===== config.mk =====
export PLATFORM = sky130hd
export DESIGN_NAME = pwrup_recall_seq
export DESIGN_NICKNAME = d
export VERILOG_FILES = /design/src/rtl/pwrseq_pkg.sv /design/src/rtl/pwrseq_sync.sv /design/src/rtl/pwrseq_delay.sv /design/src/rtl/pwrseq_fsm.sv /design/src/rtl/pwrseq_gate.sv /design/src/rtl/pwrup_recall_seq.sv
export SDC_FILE = /design/constraint.sdc
export NUM_CORES = 1
export LEC_CHECK = 0
export ABC_AREA = 1
export BUFFER_PORTS_ARGS = -buffer_cell sky130_fd_sc_hd__buf_2
export CORE_UTILIZATION = 41
export DETAILED_ROUTE_END_ITERATION = 16
export PLACE_DENSITY = 0.81
export SLEW_MARGIN = 20
export SYNTH_ARGS = -nofsm -noshare
export SYNTH_HDL_FRONTEND = slang
export SYNTH_SLANG_ARGS = --single-unit
export TNS_END_PERCENT = 10

===== constraint.sdc =====
create_clock -name clk -period 2.1 [get_ports clk]
set_clock_uncertainty 0.15 [all_clocks]
set_input_delay 0.315 -clock clk [delete_from_list [all_inputs] [get_ports clk]]
set_output_delay 0.315 -clock clk [all_outputs]
set_load 0.02 [all_outputs]

===== src/rtl/pwrseq_pkg.sv =====
package pwrseq_pkg;
   typedef enum logic [1:0] {
      SEQ_OFF    = 2'd0,
      SEQ_RECALL = 2'd1,
      SEQ_WAIT   = 2'd2,
      SEQ_READY  = 2'd3
   } seq_state_e;
endpackage


===== src/rtl/pwrseq_sync.sv =====
module pwrseq_sync #(
   parameter int WIDTH  = 1,
   parameter int STAGES = 2
) (
   input  logic             clk,
   input  logic             rst_n,
   input  logic [WIDTH-1:0] d_i,
   output logic [WIDTH-1:0] q_o
);
   generate
      if (STAGES < 2) begin : g_bad_stages
         $error("pwrseq_sync: STAGES must be at least 2");
      end
   endgenerate

   logic [WIDTH-1:0] stage_q [STAGES];

   genvar s;
   generate
      for (s = 0; s < STAGES; s++) begin : g_stage
         always_ff @(posedge clk or negedge rst_n) begin
            if (!rst_n) begin
               stage_q[s] <= '0;
            end else begin
               if (s == 0) begin
                  stage_q[s] <= d_i;
               end else begin
                  stage_q[s] <= stage_q[(s == 0) ? 0 : s-1];
               end
            end
         end
      end
   endgenerate

   assign q_o = stage_q[STAGES-1];
endmodule


===== src/rtl/pwrseq_delay.sv =====
module pwrseq_delay #(
   parameter int DELAY_CYCLES = 64
) (
   input  logic clk,
   input  logic rst_n,
   input  logic run_i,
   output logic done_o
);
   localparam int CNT_W = (DELAY_CYCLES > 1) ? $clog2(DELAY_CYCLES) : 1;
   localparam logic [CNT_W-1:0] LAST = CNT_W'(DELAY_CYCLES - 1);

   generate
      if (DELAY_CYCLES < 1) begin : g_bad_delay
         $error("pwrseq_delay: DELAY_CYCLES must be at least 1");
      end
   endgenerate

   logic [CNT_W-1:0] cnt_q;

   always_ff @(posedge clk or negedge rst_n) begin
      if (!rst_n) begin
         cnt_q <= '0;
      end else if (!run_i) begin
         cnt_q <= '0;
      end else if (cnt_q != LAST) begin
         cnt_q <= cnt_q + 1'b1;
      end
   end

   assign done_o = run_i && (cnt_q == LAST);
endmodule


===== src/rtl/pwrseq_fsm.sv =====
module pwrseq_fsm
   import pwrseq_pkg::*;
(
   input  logic clk,
   input  logic rst_n,
   input  logic sup_ok_i,
   input  logic delay_done_i,
   output logic delay_run_o,
   output logic recall_o,
   output logic ready_o,
   output logic mode_clr_o
);
   seq_state_e state_q, state_d;

   always_comb begin
      state_d = state_q;
      unique case (state_q)
         SEQ_OFF:    if (sup_ok_i) state_d = SEQ_RECALL;
         SEQ_RECALL: state_d = SEQ_WAIT;
         SEQ_WAIT:   if (delay_done_i) state_d = SEQ_READY;
         SEQ_READY:  state_d = SEQ_READY;
         default:    state_d = SEQ_OFF;
      endcase
      if (!sup_ok_i) state_d = SEQ_OFF;
   end

   always_ff @(posedge clk or negedge rst_n) begin
      if (!rst_n) state_q <= SEQ_OFF;
      else        state_q <= state_d;
   end

   assign delay_run_o = (state_q == SEQ_WAIT) && sup_ok_i;
   assign recall_o    = (state_q == SEQ_RECALL) && sup_ok_i;
   assign ready_o     = (state_q == SEQ_READY) && sup_ok_i;
   assign mode_clr_o  = !(((state_q == SEQ_WAIT) || (state_q == SEQ_READY)) && sup_ok_i);
endmodule


===== src/rtl/pwrseq_gate.sv =====
module pwrseq_gate (
   input  logic ready_i,
   input  logic oe_i,
   input  logic clr_i,
   input  logic cs_n_i,
   output logic buf_en_o,
   output logic clr_o,
   output logic ser_en_o,
   output logic step_en_o
);
   assign buf_en_o  = ready_i && oe_i;
   assign clr_o     = ready_i && clr_i;
   assign ser_en_o  = ready_i && !cs_n_i;
   assign step_en_o = ready_i && cs_n_i;
endmodule


===== src/rtl/pwrup_recall_seq.sv =====
module pwrup_recall_seq #(
   parameter int DAC_W        = 12,
   parameter int CFG_W        = 8,
   parameter int SYNC_STAGES  = 2,
   parameter int DELAY_CYCLES = 64,
   parameter bit OE_SYNC      = 1'b1
) (
   input  logic             clk,
   input  logic             rst_n,
   input  logic             supply_ok_i,
   input  logic             oe_i,
   input  logic             clr_i,
   input  logic             cs_n_i,
   input  logic [DAC_W-1:0] stored_dac_i,
   input  logic [CFG_W-1:0] stored_cfg_i,
   output logic             rdy_n_o,
   output logic             recall_stb_o,
   output logic [DAC_W-1:0] dac_load_o,
   output logic [CFG_W-1:0] cfg_load_o,
   output logic             mode_clr_o,
   output logic             buf_en_o,
   output logic             clr_o,
   output logic             ser_en_o,
   output logic             step_en_o
);
   generate
      if (DAC_W < 1 || CFG_W < 1) begin : g_bad_width
         $error("pwrup_recall_seq: data widths must be positive");
      end
   endgenerate

   logic sup_s;
   logic oe_s;
   logic delay_run;
   logic delay_done;
   logic ready;

   pwrseq_sync #(.WIDTH(1), .STAGES(SYNC_STAGES)) u_sup_sync (
      .clk   (clk),
      .rst_n (rst_n),
      .d_i   (supply_ok_i),
      .q_o   (sup_s)
   );

   generate
      if (OE_SYNC) begin : g_oe_sync
         pwrseq_sync #(.WIDTH(1), .STAGES(SYNC_STAGES)) u_oe_sync (
            .clk   (clk),
            .rst_n (rst_n),
            .d_i   (oe_i),
            .q_o   (oe_s)
         );
      end else begin : g_oe_direct
         assign oe_s = oe_i;
      end
   endgenerate

   pwrseq_delay #(.DELAY_CYCLES(DELAY_CYCLES)) u_delay (
      .clk    (clk),
      .rst_n  (rst_n),
      .run_i  (delay_run),
      .done_o (delay_done)
   );

   pwrseq_fsm u_fsm (
      .clk          (clk),
      .rst_n        (rst_n),
      .sup_ok_i     (sup_s),
      .delay_done_i (delay_done),
      .delay_run_o  (delay_run),
      .recall_o     (recall_stb_o),
      .ready_o      (ready),
      .mode_clr_o   (mode_clr_o)
   );

   pwrseq_gate u_gate (
      .ready_i   (ready),
      .oe_i      (oe_s),
      .clr_i     (clr_i),
      .cs_n_i    (cs_n_i),
      .buf_en_o  (buf_en_o),
      .clr_o     (clr_o),
      .ser_en_o  (ser_en_o),
      .step_en_o (step_en_o)
   );

   assign rdy_n_o    = !ready;
   assign dac_load_o = stored_dac_i;
   assign cfg_load_o = stored_cfg_i;
endmodule


==> out/summary.md <==
The run finished, with violations left. The final reports fail on DRC. Data on the critical path is required at its endpoint by 1.63 ns. In this run the worst hold path is classified as flop to flop. Among cell families on the critical path, the largest total delay comes from flip-flops. The first global-routing pass estimated 1.86 mm of wire. The tools report the peak ir drop on the vdd network as 0.288 mV. The count of nets left with antenna violations once routing finished came out at 0. For the total power, the log shows 0.485 mW. The ratio of routed vias to standard cells came out at 5.06. Adding up every negative setup slack in the final design gives 0 ns. The level count of the clock H-tree came out at 1.

Counting the fill cells in the layout gives 149. The number of buffers added for setup after CTS was 0; the synthesized cell area was 728 um2. For the number of instances in the synthesized netlist, the log shows 81. On the worst path, the slowest cell contributes a delay of 0.48 ns. Buffers placed on the I/O ports in this run total 12. The core region area came out at 0.00158 mm2.

The logs give 0 for the number of hold violations in the final report and 0.27 ns for the clock insertion delay at the later pin of the skew report. The logs give 1.23 ns for the data arrival time of the worst path and 0 for the number of max-cap violations. The analysis attributes to cell leakage a power of 0.378 nW. 53 I/O pins were placed. The sum of routed wire length over all layers came out at 1.15 mm. The number of buffer and inverter instances along the worst setup path is 1. The initial core utilization was 0.462. The die covers 0.00195 mm2. STA classifies the critical path startpoint as a flop. Once the clock tree was built, the resizer swapped 0 gates to a different size.

The max-slew violation count is 0, and the worst hold slack is 0.206 ns. At the pin with the least slew margin, the transition time is 0.254 ns. The run gives 0 as the total of warnings raised by yosys.

Total DRC errors in the routed layout: 6. For the finished layout, the period the worst path requires is 1.70 ns. The worst setup path is of the flop to primary output kind. The critical path goes through nand3_1, nor2_1, buf_2. In this run the core area contains 14 standard-cell rows.

The logs give 2 for the buffer levels on the longest clock path and 108 for the final net count. The count of antenna diodes in the layout came out at 0. Counting tap cells, the placed design contains a total of 89 instances.

The floorplan step set the die height to 44.1 um. Timing would allow up to 0.589 GHz. The tools report the cell at the root of the clock tree as sky130_fd_sc_hd__clkbuf_4. TritonCTS built the clock tree. Setup violations remaining at the end of the flow were counted as 0. Setup repair after global routing left no endpoint under its margin.

The number of nets in the synthesized netlist was 108; the number of register bits inferred by synthesis was 12. At the end of routability-driven placement, the weighted congestion stood at 0.741. The final core utilization is 0.460, and the number of global-route vias before repair is 440. In this run the worst path has a maximum fanout of 5. Share of the clock period used by the worst path after layout: 0.808. Proportion of layout cells with a drive suffix above 1: 0.300. The sequential-to-total area share from yosys stat is 0.412.

For this block, the initial DRC count from the detailed router was 17. Measured along the x axis, the die boundary spans 44.1 um. Relative to the synthesized area, the layout overhead comes to -0.515%. For the number of sinks handled by clock tree synthesis, the log shows 12. The final standard cell count with taps included and fillers excluded is 96, and the number of buffers created by CTS is 3. Once detailed placement completed, the half-perimeter wirelength came to 917 um. Entering global routing, the biggest net connects 13 pins.

Dividing total power by cell area gives a power density of 670 mW/mm2. The run gives 0.134 as the total global-route track usage. STA classifies the critical path endpoint as a primary output.

The relative slew slack came out at 0.830. The slowest stage of the critical path belongs to the cell sky130_fd_sc_hd__dfrtp_1. Counting distinct cell types in the post-synthesis netlist gives 19. The total iterations of the first detailed-routing run was 13; the register clock-pin slew on the reported worst setup and hold paths was 0.07 ns. The total vias in the final route was 486. A synthesized cell averages 8.99 um2.

Global routing finished with a remaining overflow of 0. After detailed routing, the average wire length per cell comes to 12.0 um. The initial antenna violation count is 0.
-- worst reg2reg max path: stages, from the launching register on --
cell                      delay, ns
sky130_fd_sc_hd__dfrtp_1       0.39
sky130_fd_sc_hd__ha_1          0.22
sky130_fd_sc_hd__nand2_2       0.09
sky130_fd_sc_hd__nor2_4        0.15
sky130_fd_sc_hd__nand2_2       0.09
sky130_fd_sc_hd__nand3_1       0.09
sky130_fd_sc_hd__o21ai_2       0.05
-- state kept, by name, indices dropped and copies added, names as in the netlist --
register                     flops
g_oe_sync.u_oe_sync.q_o          1
u_delay.cnt_q                    6
u_fsm.state_q                    2
u_sup_sync.q_o                   1
u_sup_sync.stage_q               1
g_oe_sync.u_oe_sync.stage_q      1
-- layer usage --
metal | GRT usage | up-vias | share of wire
met3 | 0.0490 | 5 | 0.14
met1 | 0.139 | 208 | 0.32
met4 | 0.0788 | 0 | 0.024
met2 | 0.229 | 44 | 0.52
met5 | 0 | - | 0
li1 | - | 229 | -
-- area by class of cell --
cell class              instances  area, um2  area share
clock buffers                   4       36.3      0.0501
inverters                       9       33.8      0.0466
multi-input cells              40        244       0.337
flip-flops and latches         12        300       0.415
well taps                      16       20.0      0.0276
repair buffers                 15       90.1       0.124
-- through the flow --
stage / instance area, um2 / worst slack (ns)
after floorplan: 728 / 0.506
after global placement: 658 / 0.731
after detailed placement: 658 / 0.685
after CTS: 724 / 0.387
after global routing: 724 / 0.286
final: 724 / 0.403
-- report_power, final --
part | leakage, nW | switching (mW) | internal [mW]
logic | 0.202 | 0.0309 | 0.0203
clock network | 0.0210 | 0.0752 | 0.105
registers | 0.155 | 0.0122 | 0.241
total | 0.378 | 0.118 | 0.367
-- timing repair --
action | CTS | global route
hold buffers | 3 | 0
setup endpoints to repair | 0 | 0
hold endpoints to repair | 14 | 0
-- final timing paths --
path                            cells after the start  slack [ns]                           end                            start
worst max-delay path                                3        0.40                         clr_o     u_fsm.state_q[0]$_DFFE_PN0P_
worst min register to register                      0        0.21      u_sup_sync.q_o$_DFF_PN0_  u_sup_sync.stage_q[1]$_DFF_PN0_
max in group asynchronous                           2        1.31  u_fsm.state_q[0]$_DFFE_PN0P_                            rst_n
worst max register to register                      6        0.75  u_delay.cnt_q[1]$_DFFE_PN0P_     u_delay.cnt_q[1]$_DFFE_PN0P_
worst min-delay path                                0        0.21      u_sup_sync.q_o$_DFF_PN0_  u_sup_sync.stage_q[1]$_DFF_PN0_
min in group asynchronous                           2        0.28  u_delay.cnt_q[5]$_DFFE_PN0P_                            rst_n
-- placed cells by master (no fill, tap or decap) --
| cell | instances |
|---|---|
| sky130_fd_sc_hd__nor3_1 | 1 |
| sky130_fd_sc_hd__nand3_1 | 7 |
| sky130_fd_sc_hd__dlygate4sd3_1 | 3 |
| sky130_fd_sc_hd__clkbuf_4 | 3 |
| sky130_fd_sc_hd__buf_2 | 12 |
| sky130_fd_sc_hd__inv_1 | 9 |
| sky130_fd_sc_hd__a21boi_1 | 1 |
| sky130_fd_sc_hd__nand2_2 | 2 |
| sky130_fd_sc_hd__clkbuf_8 | 1 |
| sky130_fd_sc_hd__o21ai_0 | 1 |
| sky130_fd_sc_hd__dfrtp_1 | 12 |
| sky130_fd_sc_hd__nor2_8 | 1 |
| sky130_fd_sc_hd__o21bai_1 | 1 |
| sky130_fd_sc_hd__xnor2_1 | 1 |
| sky130_fd_sc_hd__ha_1 | 1 |
| sky130_fd_sc_hd__nand2_4 | 1 |
| sky130_fd_sc_hd__nand3_4 | 1 |
| sky130_fd_sc_hd__nor2_4 | 1 |
| sky130_fd_sc_hd__nand2_1 | 10 |
| sky130_fd_sc_hd__o21ai_2 | 2 |
| sky130_fd_sc_hd__a21oi_1 | 1 |
| sky130_fd_sc_hd__nor2_1 | 8 |
-- cell usage after synthesis --
library cell | count | area, um2
sky130_fd_sc_hd__nor3_1 | 1 | 5.00
sky130_fd_sc_hd__o21bai_1 | 1 | 7.51
sky130_fd_sc_hd__a21oi_1 | 1 | 5.00
sky130_fd_sc_hd__nand2_4 | 1 | 11.3
sky130_fd_sc_hd__xnor2_1 | 1 | 8.76
sky130_fd_sc_hd__o21ai_0 | 1 | 5.00
sky130_fd_sc_hd__ha_1 | 1 | 12.5
sky130_fd_sc_hd__buf_4 | 20 | 150
sky130_fd_sc_hd__dfrtp_1 | 12 | 300
sky130_fd_sc_hd__nand3_4 | 1 | 17.5
sky130_fd_sc_hd__nor2_4 | 1 | 11.3
sky130_fd_sc_hd__nand2_2 | 2 | 12.5
sky130_fd_sc_hd__nand2_1 | 10 | 37.5
sky130_fd_sc_hd__nor2_1 | 8 | 30.0
sky130_fd_sc_hd__inv_1 | 9 | 33.8
sky130_fd_sc_hd__o21ai_2 | 2 | 17.5
sky130_fd_sc_hd__a21boi_1 | 1 | 7.51
sky130_fd_sc_hd__nand3_1 | 7 | 35.0
sky130_fd_sc_hd__nor2_8 | 1 | 20.0
-- kinds of logic (layout without fill, tap and decap cells) --
logic type / count (synthesis) / in the layout / share of synthesized area
buf+inv: 29 / 28 / 0.253
compound gates: 6 / 6 / 0.0584
flops: 12 / 12 / 0.412
simple gates: 32 / 32 / 0.247
fa+ha+maj: 1 / 1 / 0.0172
xor+xnor: 1 / 1 / 0.0120
Note: power is estimated with default switching activity, not from simulation.
